--- src/rtl/qpc_pkg.sv ---
package qpc_pkg;

    // Decoder states, encoded as the sampled level pair {A,B}
    typedef enum logic [1:0] {
        PH_00 = 2'b00,
        PH_10 = 2'b10,
        PH_11 = 2'b11,
        PH_01 = 2'b01
    } ph_state_t;

    // Counter clear source
    typedef enum logic [1:0] {
        CLR_NONE = 2'b00,
        CLR_CMP  = 2'b01,
        CLR_CAP  = 2'b10,
        CLR_RSV  = 2'b11
    } clr_sel_t;

    typedef struct packed {
        logic match;
        logic unf;
        logic ovf;
    } flags_t;

    localparam logic [1:0] ADDR_CTRL = 2'd0;
    localparam logic [1:0] ADDR_IEN  = 2'd1;
    localparam logic [1:0] ADDR_STAT = 2'd2;
    localparam logic [1:0] ADDR_GR   = 2'd3;

    localparam int CTRL_MODE_BIT = 0;
    localparam int CTRL_RUN_BIT  = 1;
    localparam int CTRL_CLR_LSB  = 2;
    localparam int CTRL_CAP_BIT  = 4;
    localparam int CTRL_PSC_LSB  = 5;

endpackage

--- src/rtl/qpc_sync.sv ---
module qpc_sync #(
    parameter int W      = 3,
    parameter int STAGES = 2
) (
    input  logic         clk,
    input  logic         rst_n,
    input  logic [W-1:0] d_i,
    output logic [W-1:0] q_o
);

    logic [STAGES-1:0][W-1:0] pipe_q;

    always_ff @(posedge clk or negedge rst_n) begin
        if (!rst_n) begin
            pipe_q <= '0;
        end else begin
            pipe_q[0] <= d_i;
            for (int s = 1; s < STAGES; s++) begin
                pipe_q[s] <= pipe_q[s-1];
            end
        end
    end

    assign q_o = pipe_q[STAGES-1];

endmodule

--- src/rtl/qpc_decoder.sv ---
module qpc_decoder
    import qpc_pkg::*;
(
    input  logic clk,
    input  logic rst_n,
    input  logic a_i,
    input  logic b_i,
    output logic up_o,
    output logic dn_o
);

    ph_state_t st_q;
    ph_state_t st_n;

    assign st_n = ph_state_t'({a_i, b_i});

    // State register
    always_ff @(posedge clk or negedge rst_n) begin
        if (!rst_n) begin
            st_q <= PH_00;
        end else begin
            st_q <= st_n;
        end
    end

    // Outputs: forward = up, backward = down, hold/diagonal = none
    always_comb begin
        up_o = 1'b0;
        dn_o = 1'b0;
        unique case (st_q)
            PH_00: begin
                if (st_n == PH_10)      up_o = 1'b1;
                else if (st_n == PH_01) dn_o = 1'b1;
            end
            PH_10: begin
                if (st_n == PH_11)      up_o = 1'b1;
                else if (st_n == PH_00) dn_o = 1'b1;
            end
            PH_11: begin
                if (st_n == PH_01)      up_o = 1'b1;
                else if (st_n == PH_10) dn_o = 1'b1;
            end
            PH_01: begin
                if (st_n == PH_00)      up_o = 1'b1;
                else if (st_n == PH_11) dn_o = 1'b1;
            end
        endcase
    end


    one_event_chk: assert property (@(posedge clk) disable iff (!rst_n)
        $onehot0({up_o, dn_o}));

endmodule

--- src/rtl/qpc_counter.sv ---
module qpc_counter
    import qpc_pkg::*;
#(
    parameter int CNT_W = 16,
    parameter int PSC_W = 2
) (
    input  logic             clk,
    input  logic             rst_n,
    input  logic             mode_phase,
    input  logic             run,
    input  logic [PSC_W-1:0] psc,
    input  clr_sel_t         clr_sel,
    input  logic             cap_mode,
    input  logic             gr_wr,
    input  logic [CNT_W-1:0] gr_wdata,
    input  logic             up_evt,
    input  logic             dn_evt,
    input  logic             cap_edge,
    input  flags_t           flag_clr,
    output logic [CNT_W-1:0] cnt_o,
    output logic [CNT_W-1:0] gr_o,
    output flags_t           flags_o,
    output logic             dir_up_o
);

    localparam int               PRE_W   = (1 << PSC_W) - 1;
    localparam logic [CNT_W-1:0] CNT_MAX = {CNT_W{1'b1}};

    logic [PRE_W-1:0] pre_q;
    logic [PRE_W-1:0] pre_mask;
    logic [CNT_W-1:0] cnt_q, gr_q, cnt_step;
    flags_t           flags_q;
    logic             dir_q;
    logic             tick, evt, going_up, cmp_clear, cap_clear;
    logic             ovf_set, unf_set, match_set;

    assign pre_mask = PRE_W'((1 << psc) - 1);
    assign tick     = ((pre_q & pre_mask) == pre_mask);
    assign evt      = run && (mode_phase ? (up_evt || dn_evt) : tick);
    assign going_up = mode_phase ? up_evt : 1'b1;
    assign cnt_step = going_up ? cnt_q + 1'b1 : cnt_q - 1'b1;

    assign cmp_clear = evt && !cap_mode && (cnt_q == gr_q) && (clr_sel == CLR_CMP);
    assign cap_clear = cap_mode && cap_edge && (clr_sel == CLR_CAP);

    assign ovf_set   = evt && !cmp_clear && !cap_clear && going_up && (cnt_q == CNT_MAX);
    assign unf_set   = evt && !cmp_clear && !cap_clear && !going_up && (cnt_q == '0);
    assign match_set = (evt && !cap_mode && !cmp_clear && (cnt_step == gr_q))
                     || (cap_mode && cap_edge);

    always_ff @(posedge clk or negedge rst_n) begin
        if (!rst_n) begin
            pre_q <= '0;
        end else if (run && !mode_phase) begin
            pre_q <= pre_q + 1'b1;
        end else begin
            pre_q <= '0;
        end
    end

    always_ff @(posedge clk or negedge rst_n) begin
        if (!rst_n) begin
            cnt_q <= '0;
        end else if (cap_clear || cmp_clear) begin
            cnt_q <= '0;
        end else if (evt) begin
            cnt_q <= cnt_step;
        end
    end

    always_ff @(posedge clk or negedge rst_n) begin
        if (!rst_n) begin
            gr_q <= CNT_MAX;
        end else if (cap_mode && cap_edge) begin
            gr_q <= cnt_q;
        end else if (gr_wr) begin
            gr_q <= gr_wdata;
        end
    end

    always_ff @(posedge clk or negedge rst_n) begin
        if (!rst_n) begin
            dir_q <= 1'b1;
        end else if (!mode_phase) begin
            dir_q <= 1'b1;
        end else if (up_evt) begin
            dir_q <= 1'b1;
        end else if (dn_evt) begin
            dir_q <= 1'b0;
        end
    end

    // Hardware set wins over a software clear in the same cycle
    always_ff @(posedge clk or negedge rst_n) begin
        if (!rst_n) begin
            flags_q <= '0;
        end else begin
            flags_q.ovf   <= ovf_set   | (flags_q.ovf   & ~flag_clr.ovf);
            flags_q.unf   <= unf_set   | (flags_q.unf   & ~flag_clr.unf);
            flags_q.match <= match_set | (flags_q.match & ~flag_clr.match);
        end
    end

    assign cnt_o    = cnt_q;
    assign gr_o     = gr_q;
    assign flags_o  = flags_q;
    assign dir_up_o = dir_q;


    ovf_wrap_chk: assert property (@(posedge clk) disable iff (!rst_n)
        $rose(flags_q.ovf) |-> ($past(cnt_q) == CNT_MAX && cnt_q == '0));


    unf_wrap_chk: assert property (@(posedge clk) disable iff (!rst_n)
        $rose(flags_q.unf) |-> ($past(cnt_q) == '0 && cnt_q == CNT_MAX));


    hold_when_stopped_chk: assert property (@(posedge clk) disable iff (!rst_n)
        (!run && !cap_clear) |=> $stable(cnt_q));


    dir_normal_chk: assert property (@(posedge clk) disable iff (!rst_n)
        !mode_phase |=> dir_q);


    set_wins_chk: assert property (@(posedge clk) disable iff (!rst_n)
        (ovf_set && flag_clr.ovf) |=> flags_q.ovf);

endmodule

--- src/rtl/qpc_timer.sv ---
module qpc_timer
    import qpc_pkg::*;
#(
    parameter int CNT_W       = 16,
    parameter int PSC_W       = 2,
    parameter int SYNC_STAGES = 2
) (
    input  logic             clk,
    input  logic             rst_n,
    input  logic             wr_en,
    input  logic [1:0]       wr_addr,
    input  logic [CNT_W-1:0] wr_data,
    input  logic             ph_a,
    input  logic             ph_b,
    input  logic             cap_in,
    output logic [CNT_W-1:0] count_o,
    output logic [CNT_W-1:0] gr_o,
    output logic             ovf_o,
    output logic             unf_o,
    output logic             match_o,
    output logic             dir_up_o,
    output logic             irq_o
);

    localparam int CTRL_USED = CTRL_PSC_LSB + PSC_W;

    logic             mode_q, run_q, cap_mode_q;
    clr_sel_t         clr_sel_q;
    logic [PSC_W-1:0] psc_q;
    flags_t           ien_q, flag_clr, flags;
    logic [2:0]       sync_q;
    logic             cap_prev_q, cap_edge, up_evt, dn_evt, gr_wr;
    logic             unused_wdata;

    assign unused_wdata = ^wr_data[CNT_W-1:CTRL_USED];

    always_ff @(posedge clk or negedge rst_n) begin
        if (!rst_n) begin
            mode_q     <= 1'b0;
            run_q      <= 1'b0;
            cap_mode_q <= 1'b0;
            clr_sel_q  <= CLR_NONE;
            psc_q      <= '0;
            ien_q      <= '0;
        end else if (wr_en) begin
            if (wr_addr == ADDR_CTRL) begin
                mode_q     <= wr_data[CTRL_MODE_BIT];
                run_q      <= wr_data[CTRL_RUN_BIT];
                clr_sel_q  <= clr_sel_t'(wr_data[CTRL_CLR_LSB +: 2]);
                cap_mode_q <= wr_data[CTRL_CAP_BIT];
                psc_q      <= wr_data[CTRL_PSC_LSB +: PSC_W];
            end else if (wr_addr == ADDR_IEN) begin
                ien_q <= flags_t'(wr_data[2:0]);
            end
        end
    end

    assign flag_clr = (wr_en && wr_addr == ADDR_STAT) ? flags_t'(~wr_data[2:0]) : flags_t'(3'b000);
    assign gr_wr    = wr_en && (wr_addr == ADDR_GR);

    qpc_sync #(.W(3), .STAGES(SYNC_STAGES)) u_sync (
        .clk   (clk),
        .rst_n (rst_n),
        .d_i   ({cap_in, ph_a, ph_b}),
        .q_o   (sync_q)
    );

    always_ff @(posedge clk or negedge rst_n) begin
        if (!rst_n) cap_prev_q <= 1'b0;
        else        cap_prev_q <= sync_q[2];
    end

    assign cap_edge = sync_q[2] & ~cap_prev_q;

    qpc_decoder u_dec (
        .clk   (clk),
        .rst_n (rst_n),
        .a_i   (sync_q[1]),
        .b_i   (sync_q[0]),
        .up_o  (up_evt),
        .dn_o  (dn_evt)
    );

    qpc_counter #(.CNT_W(CNT_W), .PSC_W(PSC_W)) u_cnt (
        .clk        (clk),
        .rst_n      (rst_n),
        .mode_phase (mode_q),
        .run        (run_q),
        .psc        (psc_q),
        .clr_sel    (clr_sel_q),
        .cap_mode   (cap_mode_q),
        .gr_wr      (gr_wr),
        .gr_wdata   (wr_data),
        .up_evt     (up_evt),
        .dn_evt     (dn_evt),
        .cap_edge   (cap_edge),
        .flag_clr   (flag_clr),
        .cnt_o      (count_o),
        .gr_o       (gr_o),
        .flags_o    (flags),
        .dir_up_o   (dir_up_o)
    );

    assign ovf_o   = flags.ovf;
    assign unf_o   = flags.unf;
    assign match_o = flags.match;
    assign irq_o   = |(flags & ien_q);


    irq_masked_chk: assert property (@(posedge clk) disable iff (!rst_n)
        (ien_q == flags_t'(3'b000)) |-> !irq_o);


    irq_source_chk: assert property (@(posedge clk) disable iff (!rst_n)
        irq_o |-> (flags != flags_t'(3'b000)));

endmodule

--- config.mk ---
export PLATFORM = sky130hd
export DESIGN_NAME = qpc_timer
export DESIGN_NICKNAME = d
export VERILOG_FILES = /design/src/rtl/qpc_pkg.sv /design/src/rtl/qpc_sync.sv /design/src/rtl/qpc_decoder.sv /design/src/rtl/qpc_counter.sv /design/src/rtl/qpc_timer.sv
export SDC_FILE = /design/constraint.sdc
export NUM_CORES = 1
export LEC_CHECK = 0
export BUFFER_PORTS_ARGS = -buffer_cell sky130_fd_sc_hd__buf_4
export CORE_UTILIZATION = 40
export CTS_CLUSTER_SIZE = 16
export DETAILED_ROUTE_END_ITERATION = 10
export PLACE_DENSITY = 0.59
export SLEW_MARGIN = 20
export SYNTH_ARGS = -nofsm -noshare
export SYNTH_HDL_FRONTEND = slang
export SYNTH_SLANG_ARGS = --single-unit
--- constraint.sdc ---
create_clock -name clk -period 4.2 [get_ports clk]
set_clock_uncertainty 0.2 [all_clocks]
set_input_delay 0.21 -clock clk [delete_from_list [all_inputs] [get_ports clk]]
set_output_delay 0.21 -clock clk [all_outputs]
set_load 0.005 [all_outputs]
==> impl_metrics.env <==
export IMPL_drt_iter0_drc=184
export IMPL_syn_inst=389
export IMPL_syn_area_per_cell_um2=9.444
export IMPL_grt_overflow_total=0
export IMPL_clk_pin_slew_ns=0.08
export IMPL_period_needed_ns=3.776
export IMPL_dp_slack_ns=0.4675
export IMPL_drc_errors=4
export IMPL_whs_path_depth=4
export IMPL_failed_checks="DRC"
export IMPL_die_h_um=97.83
export IMPL_hold_violations=0
export IMPL_synth_distinct_cells=58
export IMPL_synth_edf_count=0
export IMPL_drive_above_1_share=0.2660
export IMPL_synth_top_area_cell="dfrtp_1"
export IMPL_n_fill_cell=833
export IMPL_grt_pass1_vias=3273
export IMPL_hold_ws_ns=0.09732
export IMPL_hp_start="wr_en"
export IMPL_dp_cells=542
export IMPL_setup_worst_path_start="u_sync.q_o[1]"
export IMPL_ff2ff_path_depth=11
export IMPL_grt_max_degree=59
export IMPL_cts_sinks=58
export IMPL_die_area_um2=9571
export IMPL_tightest_slew_ns=1.049
export IMPL_setup_ws_ns=0.4240
export IMPL_port_buffers=60
export IMPL_numCtsBuffers=9
export IMPL_rsz0062_at_grt="false"
export IMPL_layout_nets=493
export IMPL_grt_pass1_wl_um=18770
export IMPL_die_w_um=97.83
export IMPL_power_density_nw_per_um2=665.7
export IMPL_slew_headroom=0.2995
export IMPL_routabilityCongestion=0.9433
export IMPL_fp_row_count=34
export IMPL_crit_required_ns=4.28
export IMPL_status="finished with violations"
export IMPL_worstSetupEndpointType="flip-flop"
export IMPL_syn_num_nets=417
export IMPL_clk_latency_ns=0.35
export IMPL_p_leak_nw=1.939
export IMPL_clk_path_buf_depth=2
export IMPL_drt_first_pass_iters=7
export IMPL_root_buffer="clkbuf_8"
export IMPL_start_kind="flip-flop"
export IMPL_grt_use_total=0.2613
export IMPL_cp_max_fo=15
export IMPL_cts_resized=0
export IMPL_yosys_warnings=0
export IMPL_worst_hold_path_type="primary input to flip-flop"
export IMPL_tns_ns=0
export IMPL_ys_top_cells_by_count="41 x dfrtp_1, 35 x nand2_1, 33 x nor2_1"
export IMPL_worst_ir_drop_vdd_v=0.0002788
export IMPL_ys_top_cells_by_area="dfrtp_1 28%, dfstp_2 12%, xnor2_1 6.2%"
export IMPL_seq_area_frac_synth=0.4009
export IMPL_power_total_w=0.003061
export IMPL_cts_tree="yes"
export IMPL_synthArstFlopShare=1.000
export IMPL_syn_area_um2=3674
export IMPL_wl_per_cell_um=20.43
export IMPL_drv_cap=0
export IMPL_crit_arrival_ns=3.85
export IMPL_vias=3321
export IMPL_ant_nets=0
export IMPL_r2r_start="u_sync.q_o[1]"
export IMPL_period_share=0.8990
export IMPL_ys_seq_elements=58
export IMPL_synth_most_common_cell="dfrtp_1"
export IMPL_num_io_pins=61
export IMPL_ctsHtreeMaxLevel=3
export IMPL_final_setup_viol_count=0
export IMPL_stdcell_count=578
export IMPL_vias_per_cell=5.746
export IMPL_n_antenna_cell=0
export IMPL_core_area_um2=8806
export IMPL_antenna_found_initial=0
export IMPL_routed_wirelength_um=11810
export IMPL_worst_setup_path_type="flip-flop to flip-flop"
export IMPL_start_util=0.4172
export IMPL_area_delta_synth_final_pct=25.17
export IMPL_hpwl_um=8673
export IMPL_synthFlopType="dfrtp_1"
export IMPL_clock_fmax_ghz=0.2648
export IMPL_synth_top_area_share=0.2793
export IMPL_slew_violations=0
-- metrics by stage --
step	area, um2	util
detailed placement	4209	0.4780
floorplan	3674	-
global route	4598	0.5222
finish	4598	0.5222
global placement	4209	0.4780
CTS	4588	0.5210
-- cells by family (layout without fill, tap and decap cells) --
| family | count (synthesis) | count (layout) | synth area share |
|---|---|---|---|
| XOR/XNOR | 47 | 47 | 0.1121 |
| flip-flops | 58 | 58 | 0.4009 |
| AND/OR/NAND/NOR | 143 | 143 | 0.2067 |
| AO/OA/AOI/OAI | 77 | 77 | 0.1427 |
| multiplexers | 31 | 31 | 0.08822 |
| buffers and inverters | 29 | 110 | 0.03576 |
| adder cells (fa/ha/maj) | 4 | 4 | 0.01362 |
-- report_power, final --
part | internal [W] | switching (W) | leakage [nW]
Sequential | 0.000751 | 0.000346 | 0.686
Combinational | 0.000686 | 0.000792 | 1.17
Clock | 0.000230 | 0.000256 | 0.0847
Total | 0.00167 | 0.00139 | 1.94
-- registers in the layout, indices dropped and copies added, names as in the netlist, 3 cells and up --
name / flops
u_cnt.cnt_o: 16
u_sync.pipe_q: 3
u_cnt.pre_q: 3
u_cnt.gr_o: 16
u_cnt.flags_o: 3
u_sync.q_o: 3
ien_q: 3
-- worst paths after layout --
path / endpoint / slack (ns)
max in group asynchronous: u_cnt.cnt_o[8] / 3.03
min reg2reg: u_sync.q_o[0] / 0.16
max: u_cnt.flags_o[2] / 0.42
min in group asynchronous: u_cnt.cnt_o[6] / 0.26
min: u_cnt.flags_o[0] / 0.1
max reg2reg: u_cnt.flags_o[2] / 0.42
-- per-layer routing --
metal  share of wire  GRT usage  wire [um]
met1            0.45     0.3581       5310
met5               0          0          0
met2            0.47     0.4166       5529
met3           0.060    0.04009        704
met4           0.023    0.09790        267
-- final cells by class --
cell class | instances | area [um2] | area share
multi-input combinational | 302 | 2082 | 0.4528
sequential | 58 | 1473 | 0.3203
timing repair buffer | 87 | 703.2 | 0.1529
clock buffer | 10 | 137.6 | 0.02993
tap | 108 | 135.1 | 0.02939
clock inverter | 6 | 41.29 | 0.008980
inverter | 7 | 26.28 | 0.005714
-- cell usage in the layout, fill, tap and decap left out, types with 3 or more instances in the layout --
cell type      count
nor2_1            32
xnor2_1           26
o31ai_1            3
dfstp_2           17
mux2_2            11
or3_1              6
nand2b_1           3
xor2_1            21
ha_1               4
nor4_1             4
clkinvlp_4         3
clkbuf_8          10
nor2b_1            5
o2111ai_1          3
nand3b_1           4
buf_4             67
a31oi_1            4
nand4_1            9
nand2_1           35
dfrtp_1           41
or2_2              3
a211oi_1           3
mux2i_1           20
inv_1              5
a21oi_1           11
nand3_1           13
o21ai_0           29
dlygate4sd3_1     20
nor3_1             8
and3_1             6
a32oi_1            3
or4_1              3
-- worst max-delay path: stages, from the launching register on --
cell and delay (ns):
dfrtp_1 0.41, xnor2_1 0.45, o21ai_4 0.22, xnor2_1 0.18
ha_1 0.30, nor4_4 0.39, nand4_1 0.15, a21oi_1 0.31
nor3b_1 0.09, a2111o_1 0.37, or4_1 0.52, o21ai_1 0.12
-- timing repair --
action | in CTS | in global routing
buffers inserted | 0 | 0
hold buffers | 20 | 0
endpoints found under the hold margin | 70 | 0
Note: power is estimated with default switching activity, not from simulation.
